## config.mk

```make
export PLATFORM = sky130hd
export DESIGN_NAME = branch_assist_ctrl
export DESIGN_NICKNAME = d
export VERILOG_FILES = /design/src/rtl/bfc_pkg.sv /design/src/rtl/bfc_stall_monitor.sv /design/src/rtl/bfc_level_fsm.sv /design/src/rtl/bfc_fwd_select.sv /design/src/rtl/branch_assist_ctrl.sv
export SDC_FILE = /design/constraint.sdc
export NUM_CORES = 1
export LEC_CHECK = 0
export BUFFER_PORTS_ARGS = -buffer_cell sky130_fd_sc_hd__buf_4
export CORE_ASPECT_RATIO = 1.1
export CORE_MARGIN = 2
export CORE_UTILIZATION = 47
export CTS_CLUSTER_DIAMETER = 60
export DETAILED_ROUTE_END_ITERATION = 12
export PLACE_DENSITY = 0.92
export SLEW_MARGIN = 20
export SYNTH_ARGS = -nofsm -noshare
export SYNTH_HDL_FRONTEND = slang
export SYNTH_HIERARCHICAL = 1
export SYNTH_SLANG_ARGS = --single-unit
```

## constraint.sdc

```tcl
create_clock -name clk -period 5.7 [get_ports clk]
set_input_delay 0.285 -clock clk [delete_from_list [all_inputs] [get_ports clk]]
set_output_delay 0.285 -clock clk [all_outputs]
set_load 0.01 [all_outputs]
```

## src/rtl/bfc_pkg.sv

```systemverilog
package bfc_pkg;

    typedef enum logic [2:0] {
        LVL_1 = 3'd1,
        LVL_2 = 3'd2,
        LVL_3 = 3'd3,
        LVL_4 = 3'd4,
        LVL_5 = 3'd5
    } level_e;

    localparam int LEVEL_W = 3;
    localparam int BCNT_W  = 3;   // stride up to 8 needs three count bits

endpackage

```

## src/rtl/bfc_stall_monitor.sv

```systemverilog
module bfc_stall_monitor #(
    parameter int CW = 8
) (
    input  logic                 clk,
    input  logic                 rst_n,
    input  logic                 stall_br_i,
    input  logic                 stall_other_i,
    input  logic                 sync_i,
    input  logic signed [CW-1:0] threshold_i,
    output logic                 req_valid_o,
    output logic                 req_up_o
);

    localparam logic signed [CW-1:0] SCORE_MAX = {1'b0, {(CW-1){1'b1}}};
    localparam logic signed [CW-1:0] SCORE_MIN = {1'b1, {(CW-1){1'b0}}};

    logic signed [CW-1:0] score_q;
    logic signed [CW-1:0] score_d;

    always_comb begin
        score_d = score_q;
        if (sync_i) begin
            score_d = '0;
        end else if (stall_br_i) begin
            if (score_q != SCORE_MAX) score_d = score_q + 1'b1;
        end else if (stall_other_i) begin
            if (score_q != SCORE_MIN) score_d = score_q - 1'b1;
        end
    end

    always_ff @(posedge clk or negedge rst_n) begin
        if (!rst_n) begin
            score_q     <= '0;
            req_valid_o <= 1'b0;
            req_up_o    <= 1'b0;
        end else begin
            score_q     <= score_d;
            req_valid_o <= sync_i;
            req_up_o    <= sync_i && (score_q > threshold_i);
        end
    end

    AST_SCORE_CLEAR: assert property (@(posedge clk) disable iff (!rst_n)
        sync_i |=> (score_q == '0));
    AST_REQ_FOLLOWS_SYNC: assert property (@(posedge clk) disable iff (!rst_n)
        sync_i |=> req_valid_o);
    AST_NO_SPURIOUS_REQ: assert property (@(posedge clk) disable iff (!rst_n)
        !sync_i |=> !req_valid_o);
    AST_SCORE_TOP: assert property (@(posedge clk) disable iff (!rst_n)
        (!sync_i && stall_br_i && score_q == SCORE_MAX) |=> (score_q == SCORE_MAX));
    AST_SCORE_BOTTOM: assert property (@(posedge clk) disable iff (!rst_n)
        (!sync_i && !stall_br_i && stall_other_i && score_q == SCORE_MIN) |=> (score_q == SCORE_MIN));

endmodule

```

## src/rtl/bfc_level_fsm.sv

```systemverilog
module bfc_level_fsm
    import bfc_pkg::*;
(
    input  logic              clk,
    input  logic              rst_n,
    input  logic              req_valid_i,
    input  logic              req_up_i,
    output logic [LEVEL_W-1:0] level_o,
    output logic              stride_en_o,
    output logic [BCNT_W-1:0] stride_mask_o
);

    level_e state_q;
    level_e state_d;

    always_comb begin
        state_d = state_q;
        unique case (state_q)
            LVL_1: if (req_valid_i && req_up_i)  state_d = LVL_2;
            LVL_2: if (req_valid_i)              state_d = req_up_i ? LVL_3 : LVL_1;
            LVL_3: if (req_valid_i)              state_d = req_up_i ? LVL_4 : LVL_2;
            LVL_4: if (req_valid_i)              state_d = req_up_i ? LVL_5 : LVL_3;
            LVL_5: if (req_valid_i && !req_up_i) state_d = LVL_4;
            default:                             state_d = LVL_1;
        endcase
    end

    always_ff @(posedge clk or negedge rst_n) begin
        if (!rst_n) state_q <= LVL_1;
        else        state_q <= state_d;
    end

    always_comb begin
        stride_en_o   = 1'b1;
        stride_mask_o = '0;
        unique case (state_q)
            LVL_1: begin stride_en_o = 1'b0; stride_mask_o = '1; end
            LVL_2: stride_mask_o = BCNT_W'(7);
            LVL_3: stride_mask_o = BCNT_W'(3);
            LVL_4: stride_mask_o = BCNT_W'(1);
            LVL_5: stride_mask_o = '0;
            default: begin stride_en_o = 1'b0; stride_mask_o = '1; end
        endcase
    end

    assign level_o = state_q;

    AST_LEVEL_RANGE: assert property (@(posedge clk) disable iff (!rst_n)
        (level_o >= 3'd1) && (level_o <= 3'd5));
    AST_LEVEL_UP: assert property (@(posedge clk) disable iff (!rst_n)
        (req_valid_i && req_up_i && level_o != 3'd5) |=> (level_o == $past(level_o) + 3'd1));
    AST_LEVEL_DOWN: assert property (@(posedge clk) disable iff (!rst_n)
        (req_valid_i && !req_up_i && level_o != 3'd1) |=> (level_o == $past(level_o) - 3'd1));
    AST_LEVEL_HOLD: assert property (@(posedge clk) disable iff (!rst_n)
        !req_valid_i |=> $stable(level_o));

endmodule

```

## src/rtl/bfc_fwd_select.sv

```systemverilog
module bfc_fwd_select
    import bfc_pkg::*;
#(
    parameter int TAG_W  = 8,
    parameter int ADDR_W = 32
) (
    input  logic              clk,
    input  logic              rst_n,
    input  logic              stride_en_i,
    input  logic [BCNT_W-1:0] stride_mask_i,
    input  logic              ret_valid_i,
    input  logic              ret_mispred_i,
    input  logic              ret_taken_i,
    input  logic [TAG_W-1:0]  ret_tag_i,
    input  logic [ADDR_W-1:0] ret_target_i,
    output logic              ret_ready_o,
    output logic              fwd_valid_o,
    input  logic              fwd_ready_i,
    output logic [TAG_W-1:0]  fwd_tag_o,
    output logic              fwd_taken_o,
    output logic [ADDR_W-1:0] fwd_target_o
);

    logic [BCNT_W-1:0] bcnt_q;
    logic              stride_hit;
    logic              selected;
    logic              accept;

    assign stride_hit   = stride_en_i && ((bcnt_q & stride_mask_i) == '0);
    assign selected     = ret_mispred_i || stride_hit;
    assign fwd_valid_o  = ret_valid_i && selected;
    assign ret_ready_o  = !selected || fwd_ready_i;
    assign accept       = ret_valid_i && ret_ready_o;
    assign fwd_tag_o    = ret_tag_i;
    assign fwd_taken_o  = ret_taken_i;
    assign fwd_target_o = ret_target_i;

    always_ff @(posedge clk or negedge rst_n) begin
        if (!rst_n)      bcnt_q <= '0;
        else if (accept) bcnt_q <= bcnt_q + 1'b1;
    end

    AST_MISPRED_SENT: assert property (@(posedge clk) disable iff (!rst_n)
        (ret_valid_i && ret_mispred_i) |-> fwd_valid_o);
    AST_RETIRE_HELD: assert property (@(posedge clk) disable iff (!rst_n)
        (ret_valid_i && !ret_ready_o) |-> (fwd_valid_o && !fwd_ready_i));
    AST_BCNT_STEP: assert property (@(posedge clk) disable iff (!rst_n)
        (ret_valid_i && ret_ready_o) |=> (bcnt_q == $past(bcnt_q) + 1'b1));
    AST_BCNT_STILL: assert property (@(posedge clk) disable iff (!rst_n)
        !(ret_valid_i && ret_ready_o) |=> $stable(bcnt_q));

endmodule

```

## src/rtl/branch_assist_ctrl.sv

```systemverilog
module branch_assist_ctrl
    import bfc_pkg::*;
#(
    parameter int CW     = 8,
    parameter int TAG_W  = 8,
    parameter int ADDR_W = 32
) (
    input  logic                 clk,
    input  logic                 rst_n,
    input  logic                 stall_br_i,
    input  logic                 stall_other_i,
    input  logic                 sync_i,
    input  logic signed [CW-1:0] threshold_i,
    output logic                 req_valid_o,
    output logic                 req_up_o,
    output logic [2:0]           level_o,
    input  logic                 ret_valid_i,
    input  logic                 ret_mispred_i,
    input  logic                 ret_taken_i,
    input  logic [TAG_W-1:0]     ret_tag_i,
    input  logic [ADDR_W-1:0]    ret_target_i,
    output logic                 ret_ready_o,
    output logic                 fwd_valid_o,
    input  logic                 fwd_ready_i,
    output logic [TAG_W-1:0]     fwd_tag_o,
    output logic                 fwd_taken_o,
    output logic [ADDR_W-1:0]    fwd_target_o
);

    logic              stride_en;
    logic [BCNT_W-1:0] stride_mask;

    bfc_stall_monitor #(.CW(CW)) u_monitor (
        .clk          (clk),
        .rst_n        (rst_n),
        .stall_br_i   (stall_br_i),
        .stall_other_i(stall_other_i),
        .sync_i       (sync_i),
        .threshold_i  (threshold_i),
        .req_valid_o  (req_valid_o),
        .req_up_o     (req_up_o)
    );

    bfc_level_fsm u_level (
        .clk          (clk),
        .rst_n        (rst_n),
        .req_valid_i  (req_valid_o),
        .req_up_i     (req_up_o),
        .level_o      (level_o),
        .stride_en_o  (stride_en),
        .stride_mask_o(stride_mask)
    );

    bfc_fwd_select #(.TAG_W(TAG_W), .ADDR_W(ADDR_W)) u_select (
        .clk          (clk),
        .rst_n        (rst_n),
        .stride_en_i  (stride_en),
        .stride_mask_i(stride_mask),
        .ret_valid_i  (ret_valid_i),
        .ret_mispred_i(ret_mispred_i),
        .ret_taken_i  (ret_taken_i),
        .ret_tag_i    (ret_tag_i),
        .ret_target_i (ret_target_i),
        .ret_ready_o  (ret_ready_o),
        .fwd_valid_o  (fwd_valid_o),
        .fwd_ready_i  (fwd_ready_i),
        .fwd_tag_o    (fwd_tag_o),
        .fwd_taken_o  (fwd_taken_o),
        .fwd_target_o (fwd_target_o)
    );

endmodule

```

-- After elaboration in Yosys (flattened, before gate mapping)
Cells that the tools add are included.
- register bits: 16
- output and inout port bits: 48
- logic and storage cells: 55
- $add $sub $neg: 3
- $lt $le $gt $ge: 1
- equality and inequality tests: 13
- multiplexer cells: 16
- bitwise logic cells: 1
- reductions and logical operators: 16
- operator list (kind ; count):
    8-bit two-way mux ; 5
    3-bit two-way mux ; 7
    8-bit != test, second input constant ; 2
    3-bit one-hot mux with 5 select lines ; 1
    3-bit one-hot mux with 3 select lines ; 1
    8-bit by 1-bit adder with 8-bit output, second input constant ; 1
    8-bit > comparator ; 1
    8-bit by 1-bit subtractor with 8-bit output, second input constant ; 1
    3-bit by 2-bit == test with 1-bit output, second input constant ; 2
    3-bit == test, second input constant ; 2
    1-bit logical AND ; 6
    2-bit != test, second input constant ; 3
    3-bit nonzero test ; 2
    5-bit AND reduction ; 1
    2-bit by 1-bit != test with 1-bit output, second input constant ; 2
    4-bit OR reduction ; 1
    3-bit by 1-bit adder with 3-bit output, second input constant ; 1
    3-bit bitwise AND ; 1
    3-bit by 1-bit == test with 1-bit output, second input constant ; 1
    3-bit zero test ; 1
    3-bit by 1-bit != test with 1-bit output, second input constant ; 1
    3-bit AND reduction ; 1
    1-bit zero test ; 2
    1-bit logical OR ; 2
    other kinds (2) ; 2

-- Logic depth before layout (Yosys ltp)
- depth in word-level cells: 9
- depth in mapped cells: 7

-- Modules after synthesis
The synthesis kept the hierarchy.
- by module, submodules not included (module ; instances ; cells an instance ; area an instance (um2) ; seq. area each (um2)):
    bfc_stall_monitor ; 1 ; 104 ; 967.2 ; 250.2
    bfc_fwd_select ; 1 ; 62 ; 508.0 ; 75.1
    bfc_level_fsm ; 1 ; 27 ; 235.2 ; 76.3

-- Worst setup path after synthesis
Ideal clock, no wire load.
- kind: input to register
- from: in stall_br_i
- to: reg u_monitor.score_q[6]
- arrival time: 1832 ps
- path slack: 3748 ps
- stages on the path: 7
- path buffers: 0
- cells stage by stage: inv_1 -> ha_1 -> nor2b_1 -> o31a_1 -> o21a_1 -> or3_1 -> a41o_1
- word-level cells in the longest chain between the ends: 2
- ends and longest elaborated chain (item ; line ; text):
    from (decl) ; branch_assist_ctrl.sv:10 ; input logic stall_br_i,
    3-bit by 1-bit != test with 1-bit output (no source line), or another cell as far along ; - ;
    3-bit AND reduction (no source line) or 8-bit two-way mux (tied branches) ; - ;
    to (signal assigned) ; bfc_stall_monitor.sv:37 ; score_q <= score_d;
    to (decl) ; bfc_stall_monitor.sv:17 ; logic signed [CW-1:0] score_q;
Several ways; a longest one is shown, not always the timed one.
A chain may end at the register's enable or synchronous reset.

-- Worst setup path in the final report
- from: reg u_level.state_q[2] (netlist: u_level/level_o[2])
- to: out ret_ready_o
- word-level cells in the longest chain between the ends: 8
- ends and longest elaborated chain (item ; line ; text):
    from (decl) ; bfc_level_fsm.sv:13 ; level_e state_q;
    from (signal assigned) ; bfc_level_fsm.sv:30 ; else state_q <= state_d;
    3-bit == test or 3-bit by 2-bit == test with 1-bit output (tied branches) ; bfc_level_fsm.sv:36 ; unique case (state_q)
    3-bit one-hot mux with 3 select lines (*) ; bfc_level_fsm.sv:36 ;
    net stride_mask[2] ; branch_assist_ctrl.sv:31 ; logic [BCNT_W-1:0] stride_mask;
    3-bit bitwise AND (*) ; bfc_fwd_select.sv:29 ; assign stride_hit = stride_en_i && ((bcnt_q & stride_mask_i) == '0);
    3-bit zero test (*) ; bfc_fwd_select.sv:29 ;
    1-bit logical AND (*) ; bfc_fwd_select.sv:29 ;
    1-bit logical OR (*) ; bfc_fwd_select.sv:30 ; assign selected = ret_mispred_i || stride_hit;
    1-bit zero test (*) ; bfc_fwd_select.sv:32 ; assign ret_ready_o = !selected || fwd_ready_i;
    1-bit logical OR (*) ; bfc_fwd_select.sv:32 ;
    to (decl) ; branch_assist_ctrl.sv:22 ; output logic ret_ready_o,
Mark *: on every way through the listed nets, which the timed path passes. The rest lies on a longest branch.

==> metrics.md <==
| Metric | Value |
|---|---|
| Status | finished clean |
| Power Dens Cells | 341.0 nW/um2 |
| Top-count cell post-synth | buf_4 |
| Adder-cell share of the synthesized area | 12.14% |
| Layout cells sized above 1 | 23.16% |
| Fin. Hold Viols | 0 |
| Core Region | 3413 um2 |
| Initial Util | 50.11% |
| Post-synthesis sequential area ratio | 23.48% |
| Top cell type's share of synthesized area | 21.95% |
| Final worst path period need | 2115 ps |
| FFs w/ async S/R, synth | 100.0% |
| Power share of the clock group | 13.8% |
| Max VDD drop | 0.08821 mV |
| Routed Antenna Nets | 0 |
| Post-synthesis mux area share | 1.463% |
| Die Y | 67.27 um |
| Final setup viols | 0 |
| Slowest cell delay on critical path | 440 ps |
| Number of flops mapped to enable cells by yosys | 0 |
| IO Port Bufs | 22 |
| Startpoint types | register |
| Die W | 61.52 um |
| Setup Buffers After CTS | 0 |
| Xor and xnor area share after synthesis | 3.072% |
| Worst Min Path Start | sync_i |
| Via count | 1,279 |
| Routability Congestion | 0.8253 |
| DR iter-0 viols | 76 |
| Clock buffer count from CTS | 3 |
| Flop pwr share | 35.2% |
| Worst-Skew Late Latency | 290 ps |
| CP endpoint kind | primary output |
| Post-synthesis simple-gate area fraction | 18.14% |
| Leak | 0.7782 nW |
| Critical Path RT | 5410 ps |
| Post-Syn Nets | 266 |
| CTS Buffer Depth | 2 |
| Combinational power share | 51.0% |
| Dominant cell type by area after synthesis | dfrtp_1 |
| Drt drc | 0 |
| Clock Skews | 2.987 ps |
| Final Cell Area | 1649 um2 |
| Synthesized area per cell | 8.862 um2 |
| Worst-path cell chain | nand2b_2 -> inv_1 -> a21oi_1 -> a22oi_1 -> a31oi_1 -> or2_1 -> buf_4 |
| Synth area leaders | dfrtp_1 22%, buf_4 18%, ha_1 11%, a21oi_1 3.2%, inv_1 3.1% |
| Io pins | 105 |
| Final worst-path cycle share | 37.10% |
| Max Slew Vio Count | 0 |
| Critical path buffers and inverters | 2 |
| Critical-path top delay cell | dfrtp_1 |
| Reg2reg start | u_monitor/score_q[2] |
| Slew headroom | 67.85% |
| Area after DPL | 1603 um2 |
| DP Wirelength | 2586 um |
| Largest family of logic cells by synthesized area | buffers and inverters |
| Synth warn | 6 |
| Die ar. | 4138 um2 |
| Seq cells post-synth | 16 |
| Main synth FF type | dfrtp_1 |
| Worst-Margin Slew | 479.4 ps |
| Worst hold-check path type | in -> reg |
| P_sw | 227.3 uW |
| First-pass GRT wire length | 5368 um |
| DRT Pass-1 Iters | 6 |
| Drt via density | 5.684 |
| Post-synth top cells | 41 x buf_4, 15 x dfrtp_1, 15 x ha_1, 14 x inv_1 |
| Gr usage total | 17.18% |
| Synth Area in Compound Gates | 18.95% |
| Top delay family on crit path | simple AND/OR/NAND/NOR gates |
| Post-DR wirelength/cell | 14.75 um |
| Fmax | 472.9 MHz |
| Sw frac | 40.42% |
| Critical Path Source | u_level/level_o[2] |
| Final wirelength | 3318 um |
| Post-Synthesis Cells | 193 |
| H-tree depth | 1 |
| Initial antenna violation count | 0 |
| Worst path arrival time | 1830 ps |
| Area of the mapped netlist | 1710 um2 |
| Area delta synth->final | -3.585% |
| N_diodes | 0 |
| P_int | 335.1 uW |
| Clock Pin Slew Worst Setup and Hold Paths | 100 ps |
| Final setup TNS | 0 ps |
| CP Class | reg -> out |
| Nets | 251 |
| Root cell of the clock tree | clkbuf_4 |
| Row Count | 22 |
| CTS tree | done |
| Netlist cell types | 54 |
| Largest net degree at the start of global routing | 17 |
| Congestion Overflow GR | 0 |
| Crit Path Max Fanout | 6 |
| Unrepaired setup endpoints after global routing | false |
| Max-cap violations | 0 |
| CTS Sinks | 16 |
| Vias in the first global route | 1,271 |
[final timing paths]
kind / end / slack, ps / cells past startpoint
worst max-delay path: ret_ready_o / 3590 / 7
worst min-delay path: u_monitor/req_valid_o / 210 / 1
worst max register to register: u_monitor/score_q[6] / 3690 / 6
worst min register to register: u_select/bcnt_q[0] / 520 / 1
max in group asynchronous: u_level/level_o[0] / 5060 / 2
min in group asynchronous: u_monitor/score_q[3] / 380 / 2
[logic make-up (layout without fill, tap and decap cells)]
logic type                 after synthesis  in the layout
buffers and inverters                   58             42
and+or+nand+nor                         50             50
muxes                                    2              2
AOI/OAI and AO/OA                       45             45
xor gates and xnor gates                 6              6
DFF                                     16             16
adders and majority gates               16             16
[final cells by class]
cell class,instances,area (um2)
fillers,335,1764
multi-input cells,119,919.6
flip-flops and latches,16,401.6
repair buffers,23,175.2
well taps,48,60.06
inverters,15,56.30
clock buffers,4,36.28
[flip-flops by register name, summed over array words and instances, names as in the netlist]
signal,count
u_monitor/score_q,8
u_level/level_o,3
u_monitor/req_up_o,1
u_monitor/req_valid_o,1
u_select/bcnt_q,3
[power by group through the flow]
stage	sequential (mW)	clock [mW]	combinational, mW
global route	0.203	0.0863	0.320
CTS	0.197	0.0803	0.288
detailed placement	0.198	0	0.286
finish	0.198	0.0775	0.287
global placement	0.196	0	0.274
floorplan	0.187	0	0.249
[repair_timing]
action / 4_1_cts / 5_1_grt
hold buffers: 1 / 0
hold endpoints to repair: 15 / 0
resized for setup: 0 / 0
[cell usage in the layout (no fill, tap or decap), types with 4 or more instances in the layout]
| cell type | synthesis | final |
|---|---|---|
| buf_4 | 41 | 22 |
| dfrtp_1 | 15 | 15 |
| ha_1 | 15 | 15 |
| inv_1 | 14 | 14 |
| a21oi_1 | 11 | 11 |
| nand2_1 | 11 | 11 |
| nor2_1 | 8 | 8 |
| nand3_1 | 6 | 6 |
| o21ai_0 | 6 | 6 |
| xnor2_1 | 5 | 5 |
| nor2b_1 | 4 | 4 |
| o21a_1 | 4 | 4 |
[layer usage]
layer	wire length, um	global-route usage (%)	vias up
met4	61	8.245	0
met2	1764	30.79	52
met5	0	0	-
li1	-	-	610
met1	1304	19.15	609
met3	187	2.874	8
[through the flow]
step	hold slack, ps	std cells	worst slack, ps	util [%]	total power, mW
after floorplan	-10.59	193	3748	-	0.4362
after global routing	178.1	225	3473	48.31	0.6098
after detailed placement	162.8	220	3470	46.96	0.4843
after CTS	196.6	225	3568	48.31	0.5650
after global placement	154.3	220	3542	46.96	0.4701
final	205.0	225	3585	48.31	0.5624
No activity file was read; power rests on OpenSTA's default activity.
